<file path="src/rtl/cfgdec_pkg.sv">
package cfgdec_pkg;
    localparam int ADDR_W = 16;
    localparam int DATA_W = 8;

    typedef enum logic [2:0] {
        MODE_RESET  = 3'd0,
        MODE_TEST   = 3'd1,
        MODE_RETIRE = 3'd2,
        MODE_SETUP  = 3'd3,
        MODE_NORMAL = 3'd4
    } op_mode_e;

    localparam logic [ADDR_W-1:0] SETUP_PORT_ADDR = 16'h46E8;
    localparam logic [ADDR_W-1:0] XEN_ADDR        = 16'h0103;
    localparam logic [ADDR_W-1:0] ID_ADDR         = 16'h0104;
    localparam logic [2:0]        GLB_ALIAS_LOW   = 3'b010;
    localparam logic [DATA_W-1:0] CHIP_ID         = 8'hA5;

    localparam int SP_SETUP_BIT = 4;
    localparam int SP_VGA_BIT   = 3;
    localparam int GLB_EN_BIT   = 0;
    localparam int XEN_ACC_BIT  = 7;
    localparam int XEN_ALT_BIT  = 6;
endpackage

</file>
<file path="src/rtl/cfgdec_rst_qual.sv">
module cfgdec_rst_qual #(
    parameter int RST_MIN_CYC = 64
) (
    input  logic clk,
    input  logic rst_pin,
    output logic rst_hit,
    output logic short_seen
);
    localparam int CW = $clog2(RST_MIN_CYC + 1);
    localparam logic [CW-1:0] CNT_LAST = CW'(RST_MIN_CYC - 1);
    localparam logic [CW-1:0] CNT_SAT  = CW'(RST_MIN_CYC);

    logic [CW-1:0] high_cnt;

    // Qualified on the edge that completes the required run of high clocks
    assign rst_hit = rst_pin && (high_cnt >= CNT_LAST);

    always_ff @(posedge clk) begin
        if (rst_pin) begin
            if (high_cnt != CNT_SAT)
                high_cnt <= high_cnt + 1'b1;
        end else begin
            high_cnt <= '0;
        end
    end

    always_ff @(posedge clk) begin
        if (rst_hit)
            short_seen <= 1'b0;
        else if (!rst_pin && (high_cnt != '0) && (high_cnt < CNT_SAT))
            short_seen <= 1'b1;
    end
endmodule

</file>
<file path="src/rtl/cfgdec_regs.sv">
module cfgdec_regs
    import cfgdec_pkg::*;
(
    input  logic              clk,
    input  logic              rst_hit,
    input  logic              acc_ok,
    input  logic              in_setup,
    input  logic [ADDR_W-1:0] io_addr,
    input  logic [DATA_W-1:0] io_wdata,
    input  logic              io_rd,
    input  logic              io_wr,
    output logic [DATA_W-1:0] rd_data,
    output logic              rd_valid,
    output logic              setup_nxt,
    output logic              port_vga,
    output logic              glb_en,
    output logic              xen_acc,
    output logic              xen_alt
);
    logic setup_q;
    logic sel_port, sel_glb, sel_xen, sel_id;
    logic wr_go, rd_go;
    logic rd_hit;
    logic [DATA_W-1:0] rd_word;

    assign sel_port = (io_addr == SETUP_PORT_ADDR);
    // Global register aliases on the low three address bits in setup mode
    assign sel_glb  = in_setup && !sel_port && (io_addr[2:0] == GLB_ALIAS_LOW);
    assign sel_xen  = in_setup && (io_addr == XEN_ADDR);
    assign sel_id   = in_setup && (io_addr == ID_ADDR);

    assign wr_go = acc_ok && io_wr;
    assign rd_go = acc_ok && io_rd;

    always_comb begin
        rd_hit  = 1'b0;
        rd_word = '0;
        if (sel_glb) begin
            rd_hit              = 1'b1;
            rd_word[GLB_EN_BIT] = glb_en;
        end else if (sel_xen) begin
            rd_hit               = 1'b1;
            rd_word[XEN_ACC_BIT] = xen_acc;
            rd_word[XEN_ALT_BIT] = xen_alt;
        end else if (sel_id) begin
            rd_hit  = 1'b1;
            rd_word = CHIP_ID;
        end
    end

    always_comb begin
        if (rst_hit)
            setup_nxt = 1'b0;
        else if (wr_go && sel_port)
            setup_nxt = io_wdata[SP_SETUP_BIT];
        else
            setup_nxt = setup_q;
    end

    always_ff @(posedge clk) begin
        if (rst_hit) begin
            setup_q  <= 1'b0;
            port_vga <= 1'b0;
            glb_en   <= 1'b0;
            xen_acc  <= 1'b0;
            xen_alt  <= 1'b0;
            rd_valid <= 1'b0;
            rd_data  <= '0;
        end else begin
            setup_q <= setup_nxt;
            if (wr_go && sel_port)
                port_vga <= io_wdata[SP_VGA_BIT];
            if (wr_go && sel_glb)
                glb_en <= io_wdata[GLB_EN_BIT];
            if (wr_go && sel_xen) begin
                xen_acc <= io_wdata[XEN_ACC_BIT];
                xen_alt <= io_wdata[XEN_ALT_BIT];
            end
            rd_valid <= rd_go && rd_hit;
            rd_data  <= (rd_go && rd_hit) ? rd_word : '0;
        end
    end
endmodule

</file>
<file path="src/rtl/cfgdec_mode_fsm.sv">
module cfgdec_mode_fsm
    import cfgdec_pkg::*;
(
    input  logic       clk,
    input  logic       rst_pin,
    input  logic       rst_hit,
    input  logic       test_pin,
    input  logic       pwrdn_pin,
    input  logic       setup_nxt,
    output logic [2:0] op_mode,
    output logic       acc_ok,
    output logic       in_setup,
    output logic       live
);
    op_mode_e state_q, state_d, pin_pick;

    always_comb begin
        if (test_pin)
            pin_pick = MODE_TEST;
        else if (pwrdn_pin)
            pin_pick = MODE_RETIRE;
        else if (setup_nxt)
            pin_pick = MODE_SETUP;
        else
            pin_pick = MODE_NORMAL;
    end

    always_comb begin
        state_d = state_q;
        if (rst_hit)
            state_d = MODE_RESET;
        else if (!rst_pin)
            state_d = pin_pick;
    end

    always_ff @(posedge clk) begin
        state_q <= state_d;
    end

    always_comb begin
        live     = 1'b0;
        in_setup = 1'b0;
        unique case (state_q)
            MODE_SETUP: begin
                live     = 1'b1;
                in_setup = 1'b1;
            end
            MODE_NORMAL: live = 1'b1;
            MODE_RESET, MODE_TEST, MODE_RETIRE: live = 1'b0;
            default: live = 1'b0;
        endcase
        acc_ok = live && !rst_pin;
    end

    assign op_mode = state_q;
endmodule

</file>
<file path="src/rtl/cfg_setup_decoder.sv">
module cfg_setup_decoder
    import cfgdec_pkg::*;
#(
    parameter int RST_MIN_CYC = 64
) (
    input  logic              clk,
    input  logic              rst_pin,
    input  logic              test_pin,
    input  logic              pwrdn_pin,
    input  logic [ADDR_W-1:0] io_addr,
    input  logic [DATA_W-1:0] io_wdata,
    input  logic              io_rd,
    input  logic              io_wr,
    output logic [DATA_W-1:0] rd_data,
    output logic              rd_valid,
    output logic              vga_en,
    output logic              ext_en,
    output logic              ext_port_alt,
    output logic              cpu_access_ok,
    output logic              short_rst_seen,
    output logic [2:0]        op_mode
);
    logic rst_hit, setup_nxt, port_vga, glb_en;
    logic acc_ok, in_setup, live;

    cfgdec_rst_qual #(.RST_MIN_CYC(RST_MIN_CYC)) u_rq (
        .clk        (clk),
        .rst_pin    (rst_pin),
        .rst_hit    (rst_hit),
        .short_seen (short_rst_seen)
    );

    cfgdec_regs u_regs (
        .clk       (clk),
        .rst_hit   (rst_hit),
        .acc_ok    (acc_ok),
        .in_setup  (in_setup),
        .io_addr   (io_addr),
        .io_wdata  (io_wdata),
        .io_rd     (io_rd),
        .io_wr     (io_wr),
        .rd_data   (rd_data),
        .rd_valid  (rd_valid),
        .setup_nxt (setup_nxt),
        .port_vga  (port_vga),
        .glb_en    (glb_en),
        .xen_acc   (ext_en),
        .xen_alt   (ext_port_alt)
    );

    cfgdec_mode_fsm u_fsm (
        .clk       (clk),
        .rst_pin   (rst_pin),
        .rst_hit   (rst_hit),
        .test_pin  (test_pin),
        .pwrdn_pin (pwrdn_pin),
        .setup_nxt (setup_nxt),
        .op_mode   (op_mode),
        .acc_ok    (acc_ok),
        .in_setup  (in_setup),
        .live      (live)
    );

    assign cpu_access_ok = acc_ok;
    assign vga_en        = port_vga && glb_en && live;
endmodule

</file>
<file path="config.mk">
export PLATFORM = sky130hd
export DESIGN_NAME = cfg_setup_decoder
export DESIGN_NICKNAME = d
export VERILOG_FILES = /design/src/rtl/cfgdec_pkg.sv /design/src/rtl/cfgdec_rst_qual.sv /design/src/rtl/cfgdec_regs.sv /design/src/rtl/cfgdec_mode_fsm.sv /design/src/rtl/cfg_setup_decoder.sv
export SDC_FILE = /design/constraint.sdc
export NUM_CORES = 1
export LEC_CHECK = 0
export ABC_AREA = 1
export BUFFER_PORTS_ARGS = -buffer_cell sky130_fd_sc_hd__buf_2
export CORE_MARGIN = 2
export CORE_UTILIZATION = 47
export CTS_CLUSTER_DIAMETER = 120
export DETAILED_ROUTE_END_ITERATION = 10
export PLACE_DENSITY = 0.83
export SYNTH_ARGS = -nofsm -noshare
export SYNTH_HDL_FRONTEND = slang
export SYNTH_HIERARCHICAL = 1
export SYNTH_SLANG_ARGS = --single-unit
</file>
<file path="constraint.sdc">
create_clock -name clk -period 1.95 [get_ports clk]
set_input_delay 0.2925 -clock clk [delete_from_list [all_inputs] [get_ports clk]]
set_output_delay 0.2925 -clock clk [all_outputs]
set_load 0.01 [all_outputs]
</file>
# Word-level counts from Yosys, hierarchy flattened
# Cells that the tools add are included.
# totals
ff_bits	25
input_bits	30
output_inout_bits	17
elab_cells	60
# op_classes
add_sub_neg	1
n_lt_le_gt_ge	2
n_eq_ne	7
mux	14
n_bitwise	1
reduce_logical	23
# ops
operator	n
16-bit by 9-bit == test with 1-bit output (second input constant)	2
16-bit by 15-bit == test with 1-bit output (second input constant)	1
1-bit logical AND	16
1-bit two-way mux	9
3-bit two-way mux	3
8-bit two-way mux	1
7-bit by 1-bit adder with 7-bit output (second input constant)	1
7-bit by 6-bit >= comparator with 1-bit output (second input constant)	1
7-bit < comparator (second input constant)	1
7-bit != test (second input constant)	1
7-bit nonzero test	1
3-bit by 2-bit == test with 1-bit output (second input constant)	2
2-bit OR reduction	2
4-bit OR reduction	1
3-bit == test (second input constant)	1
3-bit OR reduction	1
1-bit logical NOT	2
2-bit two-way mux	1
1-bit inverter	1

# Depth between registers and ports, before layout
# Gate-level depths: netlist of the first run.
# logic_depth
word_depth	11
depth_mapped	13
depth_no_buf	13

# Hierarchy
# The synthesis of the first run kept the hierarchy.
# by_module_without_submodules
mod	n_inst	cells_per_inst	area_per_inst_um2	seq_area_each_um2
cfgdec_regs	1	96	605.6	200.2
cfgdec_rst_qual	1	50	394.1	160.2
cfgdec_mode_fsm	1	25	155.1	60.1
cfg_setup_decoder	1	3	13.8	0.0

# Worst setup path after synthesis of the first run
# Ideal clock, no wire load.
# synth_path
kind	register to register
startpoint	register u_fsm.state_q[0] (netlist: u_fsm/op_mode[0])
endpoint	register u_fsm.state_q[1] (netlist: u_fsm/op_mode[1])
setup_time_ns	0.070
arrival_ns	1.654
t_required_ns	1.880
setup_slack_ns	0.226
path_stages_with_launch	13
path_buffers	0
synth_period_minus_slack_ns	1.724
cell_sequence	dfxtp_1 > nand3_1 > a21oi_1 > nand2_1 > inv_1 > nand3_1 > nand2_1 > nand2_1 > nor2_1 > inv_1 > nand2_1 > nand2_1 > a21oi_1
# synth_via
elab_chain_len	11
word_cells_on_any_way	12
classes_between	2 x eq/ne; 6 x mux; 4 x reduce/logical
# synth_lines
item	line	rtl
start: declaration	cfgdec_mode_fsm.sv:15	op_mode_e state_q, state_d, pin_pick;
start signal: assignment	cfgdec_mode_fsm.sv:37	state_q <= state_d;
3-bit by 2-bit == test with 1-bit output / 3-bit == test (equally long branches)	cfgdec_mode_fsm.sv:43	unique case (state_q)
2-bit OR reduction (no source line) *	n/a	
1-bit two-way mux *	cfgdec_mode_fsm.sv:43	
1-bit logical AND *	cfgdec_mode_fsm.sv:52	acc_ok = live && !rst_pin;
via cpu_access_ok	cfg_setup_decoder.sv:19	output logic cpu_access_ok,
1-bit logical AND *	cfgdec_regs.sv:32	assign wr_go = acc_ok && io_wr;
1-bit logical AND *	cfgdec_regs.sv:54	else if (wr_go && sel_port)
1-bit two-way mux *	cfgdec_regs.sv:54	
1-bit two-way mux *	cfgdec_regs.sv:52	if (rst_hit)
via setup_nxt	cfg_setup_decoder.sv:23	logic rst_hit, setup_nxt, port_vga, glb_en;
3-bit two-way mux *	cfgdec_mode_fsm.sv:22	else if (setup_nxt)
3-bit two-way mux *	cfgdec_mode_fsm.sv:20	else if (pwrdn_pin)
3-bit two-way mux *	cfgdec_mode_fsm.sv:18	if (test_pin)
# Mark *: on every way through the listed nets, which the timed path passes. The rest lies on a longest branch.
# A chain may end at the register's enable or synchronous reset.

# Final worst setup path of the first run
# layout_path
startpoint	register u_rq.high_cnt[0]
endpoint	register u_fsm.state_q[1] (netlist: u_fsm/op_mode[1])
# layout_via
elab_chain_len	6
# layout_lines
item	line	rtl
start: declaration	cfgdec_rst_qual.sv:13	logic [CW-1:0] high_cnt;
start signal: assignment	cfgdec_rst_qual.sv:21	high_cnt <= high_cnt + 1'b1;
7-bit by 6-bit >= comparator with 1-bit output	cfgdec_rst_qual.sv:16	assign rst_hit = rst_pin && (high_cnt >= CNT_LAST);
1-bit logical AND	cfgdec_rst_qual.sv:16	
via rst_hit	cfg_setup_decoder.sv:23	
1-bit two-way mux	cfgdec_regs.sv:52	
via setup_nxt	cfg_setup_decoder.sv:23	
3-bit two-way mux	cfgdec_mode_fsm.sv:22	
3-bit two-way mux	cfgdec_mode_fsm.sv:20	
3-bit two-way mux	cfgdec_mode_fsm.sv:18	
# The timed path passes the listed nets, and every way through them passes these cells.

==> metrics.txt, run 1 <==
Crit. End Element=register; Worst-Skew Late Latency=0.30 ns; PortBufs=40; number of global-route vias before repair=997; Antenna diodes=0; Final TNS setup=0 ns; First-pass DRT Iterations=4; result of the run=completed; final count of hold timing violations=0; Max IR drop VDD=613 µV; Post-synth EDFFs=0; die width=53.9 µm; max-slew violations=0; final net count=251; yosys warns=6; fraction of registers with async set/reset=0%; Initial DRC Count=7; Pleak=0.744 nW; CTS Buf Count=3; Max Clock Freq=0.590 GHz; DP Area=1400 µm²; clk slew on worst S/H paths=0.11 ns; type of the worst setup path=register to register; post-CTS setup buffers=0; mapped cell area=1170 µm²; initial core utilization=48.5%; post-route cell area=1440 µm²; worst hold start=io_wdata[7]; CP peak stage delay=0.35 ns; Most used DFF post-synth=dfxtp_1; period utilization=86.9%; worst path required time=2.19 ns; DRT antenna net count=0; Global Route Usage Sum=17.8%; most used cell, CP=nand2_1; die height=53.9 µm; CTS tree=built; CP startpoint kind=register; syn avg cell area=6.72 µm²; CP arrival=1.93 ns; Worst Path Max Fanout=5; DR vias=1141; Area Overhead vs Synth=23.1%; distinct cell type count after synthesis=22; worst reg2reg path startpoint=u_rq/high_cnt[0]$_SDFFE_PN0N_; commonest non-fill, non-tap cell in the layout=buf_2; multi-input logic area=638 µm²; FF+latch area=420 µm²; die footprint=2900 µm²; core box area=2410 µm²; final setup violation count=0; Via density=4.60; Hold Crit Class=input port to register; Clock Path Buffers=2; Critical Path Start=u_rq/high_cnt[0]$_SDFFE_PN0N_; residual DRC count=0; # H-tree levels=1; hold_ws=0.206 ns; post-synthesis cell count=174; initial antenna violation count=0; pwr/cell area=557 nW/µm²; first-pass GRT wire length=3820 µm; fillcell total=241; post-synthesis sequential area ratio=36.0%; layout cells sized above 1=29.4%; CP Cell Sequence=ha_1 > nand2_1 > nor2_1 > nor2_1 > a21oi_1 > inv_1 > nand2_1 > nor2_2 > inv_1 > nand2_1 > nand2_1 > a21oi_1; Post-Route WL=2170 µm; Max-Cap Viols=0; I/O pin total=47; gp weighted congestion=0.858; FP Rows=18; slowest CP cell=dfxtp_1; min cycle time layout=1.69 ns; Post-DP HPWL=1810 µm; grt total ovfl=0; register bit total from synthesis=21; drt wl/cell=8.73 µm; Root Buffer=clkbuf_4; largest net degree at the start of global routing=12; commonest cells after routing, fill and taps aside=buf_2 (40), nand2_1 (36), nor2_1 (34), inv_1 (27), dfxtp_1 (21); Fin Clk Skew=0.00157 ns; clock sink total=21; RSZ-0062 raised after global routing=false
[registers in the layout, summed over array words and instances, names as in the netlist]
name and flops:
u_regs/setup_q 1, u_regs/rd_valid 1, u_rq/short_seen 1, u_regs/port_vga 1, u_regs/xen_alt 1, u_fsm/op_mode 3
u_regs/glb_en 1, u_regs/xen_acc 1, u_rq/high_cnt 7, u_regs/rd_data 4
[what timing repair did]
action | 4_1_cts | 5_1_grt
gates resized for setup | 0 | 4
hold buffers | 0 | 0
setup endpoints to repair | 0 | 3
hold endpoints to repair | 0 | 0
[logic make-up (layout without fill, tap and decap cells)]
kind of cell	count (synthesis)	after routing	share of synthesized area [%]
simple gates	106	106	43.6
buf+inv	31	73	11.2
flops	21	21	36.0
compound gates	10	10	4.50
xor+xnor	3	3	2.25
fa+ha+maj	2	2	2.14
other cells	1	3	0.321
[metal layers]
| metal | wire length (µm) | global-route usage (%) |
|---|---|---|
| met5 | 0 | 0 |
| met3 | 121 | 6.67 |
| met2 | 1040 | 31.3 |
| met4 | 18 | 3.85 |
| met1 | 989 | 20.3 |
[power breakdown]
part	switching (W)	leakage [nW]	internal [W]
clock network	0.000126	0.0150	0.0000796
logic	0.0000733	0.557	0.0000582
registers	0.0000157	0.172	0.000448
[worst paths after layout]
kind,slack [ns],cells past startpoint,to
hold / removal,0.21,3,u_regs/xen_acc$_SDFFE_PP0P_
setup reg to reg,0.26,12,u_fsm/op_mode[1]$_SDFFE_PP0N_
setup / recovery,0.26,12,u_fsm/op_mode[1]$_SDFFE_PP0N_
hold reg to reg,0.47,2,u_regs/rd_data[6]$_SDFF_PP0_
[final cells by class]
class	count	area share [%]
clock buffer	4	1.83
inverter	27	7.04
multi-input combinational	124	44.3
sequential	21	29.2
tap	30	2.61
timing repair buffer	42	15.0
[synthesized netlist by cell type (2+ instances only)]
cell      instances  area [µm²]
inv_1            27         101
nand3_2           5        50.1
ha_1              2        25.0
nand3b_1          2        15.0
nor2_2            5        31.3
buf_4             4        30.0
nor3_1            3        15.0
nor2_1           36         135
a21oi_1           8        40.0
nand2_1          36         135
nor2_4            3        33.8
xor2_1            2        17.5
nand3_1          11        55.1
nand4_1           2        12.5
dfxtp_1          21         420
[worst max-delay path: cells and delay by family (launching register included)]
| kind | cells | cell delay [ns] |
|---|---|---|
| simple gates | 7 | 0.62 |
| flops | 1 | 0.35 |
| fa+ha+maj | 1 | 0.24 |
| compound gates | 2 | 0.22 |
| buf+inv | 2 | 0.21 |
[per-stage QoR]
step	util [%]	std cells	setup WS, ns	total power [W]
2_1_floorplan	-	176	0.226	0.000553
3_3_place_gp	58.0	244	0.255	0.000601
3_5_place_dp	58.0	244	0.186	0.000604
4_1_cts	59.1	248	0.153	0.000810
5_1_grt	59.7	248	0.00812	0.000859
6_report	59.7	248	0.256	0.000801
Power figures use the tool's default switching activity.
==> inputs of run 2 (changes only) <==
Settings changed: RECOVER_POWER from default to 25.
==> run 2 against run 1 <==
Effect of this change:
- cell count unchanged
- clock skew about the same
- via count decreased by 0.26%
- fmax increased by 0.67%
- die area unchanged
- first-iteration DRC count unchanged
- global-route usage unchanged
- highest routed layer unchanged
- count of clock-buffer cells in the layout unchanged
- sequential share of layout area increased by 0.41 points
==> metrics.txt, run 2 (synthesis gave the netlist of run 1 again) <==
grt total ovfl=0; initial core utilization=48.5%; Clock Path Buffers=2; max-slew violations=0; pwr/cell area=563 nW/µm²; worst path required time=2.19 ns; # H-tree levels=1; largest net degree at the start of global routing=12; Antenna diodes=0; Hold Crit Class=input port to register; worst r2r path cells=12; residual DRC count=0; Max Clock Freq=0.594 GHz; gp weighted congestion=0.858; Setup WS pre-CTS=0.186 ns; layout cells sized above 1=26.1%; final count of hold timing violations=0; DP Cell Count=244; I/O pin total=47; clk slew on worst S/H paths=0.11 ns; Post-Route WL=2180 µm; RSZ-0062 raised after global routing=false; Crit. End Element=register; fillcell total=245; Initial DRC Count=7; CP startpoint kind=register; period utilization=86.3%; Max-Cap Viols=0; worst r2r dst=u_fsm/op_mode[1]$_SDFFE_PP0N_; First-pass DRT Iterations=4; first-pass GRT wire length=3820 µm; Worst Path Max Fanout=5; initial antenna violation count=0; worst reg2reg path startpoint=u_rq/high_cnt[0]$_SDFFE_PN0N_; most flop-heavy register=u_rq/high_cnt; drt wl/cell=8.81 µm; core box area=2410 µm²; Max IR drop VDD=612 µV; clock sink total=21; hold-critical path endpoint=u_regs/xen_acc$_SDFFE_PP0P_; number of global-route vias before repair=997; min cycle time layout=1.68 ns; result of the run=completed; total power=0.000798 W; Global Route Usage Sum=17.8%; final setup violation count=0; final net count=251; worst setup margin=0.268 ns; Area Overhead vs Synth=21.4%; Post-DP HPWL=1810 µm; max reg flops=7; Hold Path Depth=3; type of the worst setup path=register to register; Final TNS setup=0 ns; DR vias=1138; CTS tree=built; PortBufs=40; CTS Buf Count=3; Worst-Skew Late Latency=0.30 ns; Root Buffer=clkbuf_4; commonest cells after routing, fill and taps aside=nand2_1 (36), buf_2 (36), nor2_1 (36), inv_1 (27), dfxtp_1 (21); Via density=4.59; worst hold start=io_wdata[7]; die height=53.9 µm; CP arrival=1.92 ns; FP Rows=18; die footprint=2900 µm²; Finished Layout Cells=248; DRT antenna net count=0; FF-to-FF setup slack=0.27 ns; Pleak=0.726 nW; post-CTS setup buffers=0; die width=53.9 µm; hold bufs inserted after CTS=0; Fin Clk Skew=0.00117 ns; hold_ws=0.207 ns
[run 2: worst max-delay path, cell delays in order (launching register included)]
cell,delay [ns]
dfxtp_1,0.34
ha_1,0.23
nand2_1,0.10
nor2_1,0.05
nor2_1,0.16
a21oi_1,0.11
inv_1,0.16
nand2_1,0.10
nor2_2,0.12
inv_1,0.05
nand2_1,0.05
nand2_1,0.04
a21oi_1,0.11
[run 2: power breakdown]
part / internal, W / switching, W
Clock: 0.0000796 / 0.000126
Combinational: 0.0000580 / 0.0000715
Sequential: 0.000448 / 0.0000149
[run 2: worst max path at each step]
stage | depth (start not counted) | endpoint | from
4_1_cts | 12 | u_fsm/op_mode[1]$_SDFFE_PP0N_ | u_fsm/op_mode[0]$_SDFFE_PP0N_
2_1_floorplan | 12 | u_fsm/op_mode[1]$_SDFFE_PP0N_ | u_fsm/op_mode[0]$_SDFFE_PP0N_
3_3_place_gp | 12 | u_fsm/op_mode[1]$_SDFFE_PP0N_ | u_fsm/op_mode[1]$_SDFFE_PP0N_
6_report | 12 | u_fsm/op_mode[1]$_SDFFE_PP0N_ | u_rq/high_cnt[0]$_SDFFE_PN0N_
5_1_grt | 12 | u_fsm/op_mode[1]$_SDFFE_PP0N_ | u_fsm/op_mode[0]$_SDFFE_PP0N_
3_5_place_dp | 12 | u_fsm/op_mode[1]$_SDFFE_PP0N_ | u_fsm/op_mode[0]$_SDFFE_PP0N_
[run 2: per-stage QoR]
stage	utilization, %	area [µm²]
3_5_place_dp	58.0	1400
6_report	58.9	1420
4_1_cts	59.1	1430
2_1_floorplan	-	1180
5_1_grt	58.9	1420
3_3_place_gp	58.0	1400
[run 2: area by class of cell]
class	instances	area, µm²	area share, %
Inverter	27	101	7.14
Tap cell	30	37.5	2.65
Sequential cell	21	420	29.6
Clock buffer	4	26.3	1.85
Multi-Input combinational cell	124	623	43.9
Timing Repair Buffer	42	210	14.8
[run 2: layer usage]
metal | GRT usage (%) | wire length (µm) | up-vias
met5 | 0 | 0 | -
met4 | 3.85 | 18 | 0
met3 | 6.67 | 125 | 2
met2 | 31.3 | 1030 | 27
met1 | 20.3 | 1010 | 491
li1 | - | - | 618
[run 2: timing repair]
item                                   CTS  global route
resized for setup                        0             4
endpoints found under the hold margin    0             0
setup endpoints to repair                0             3
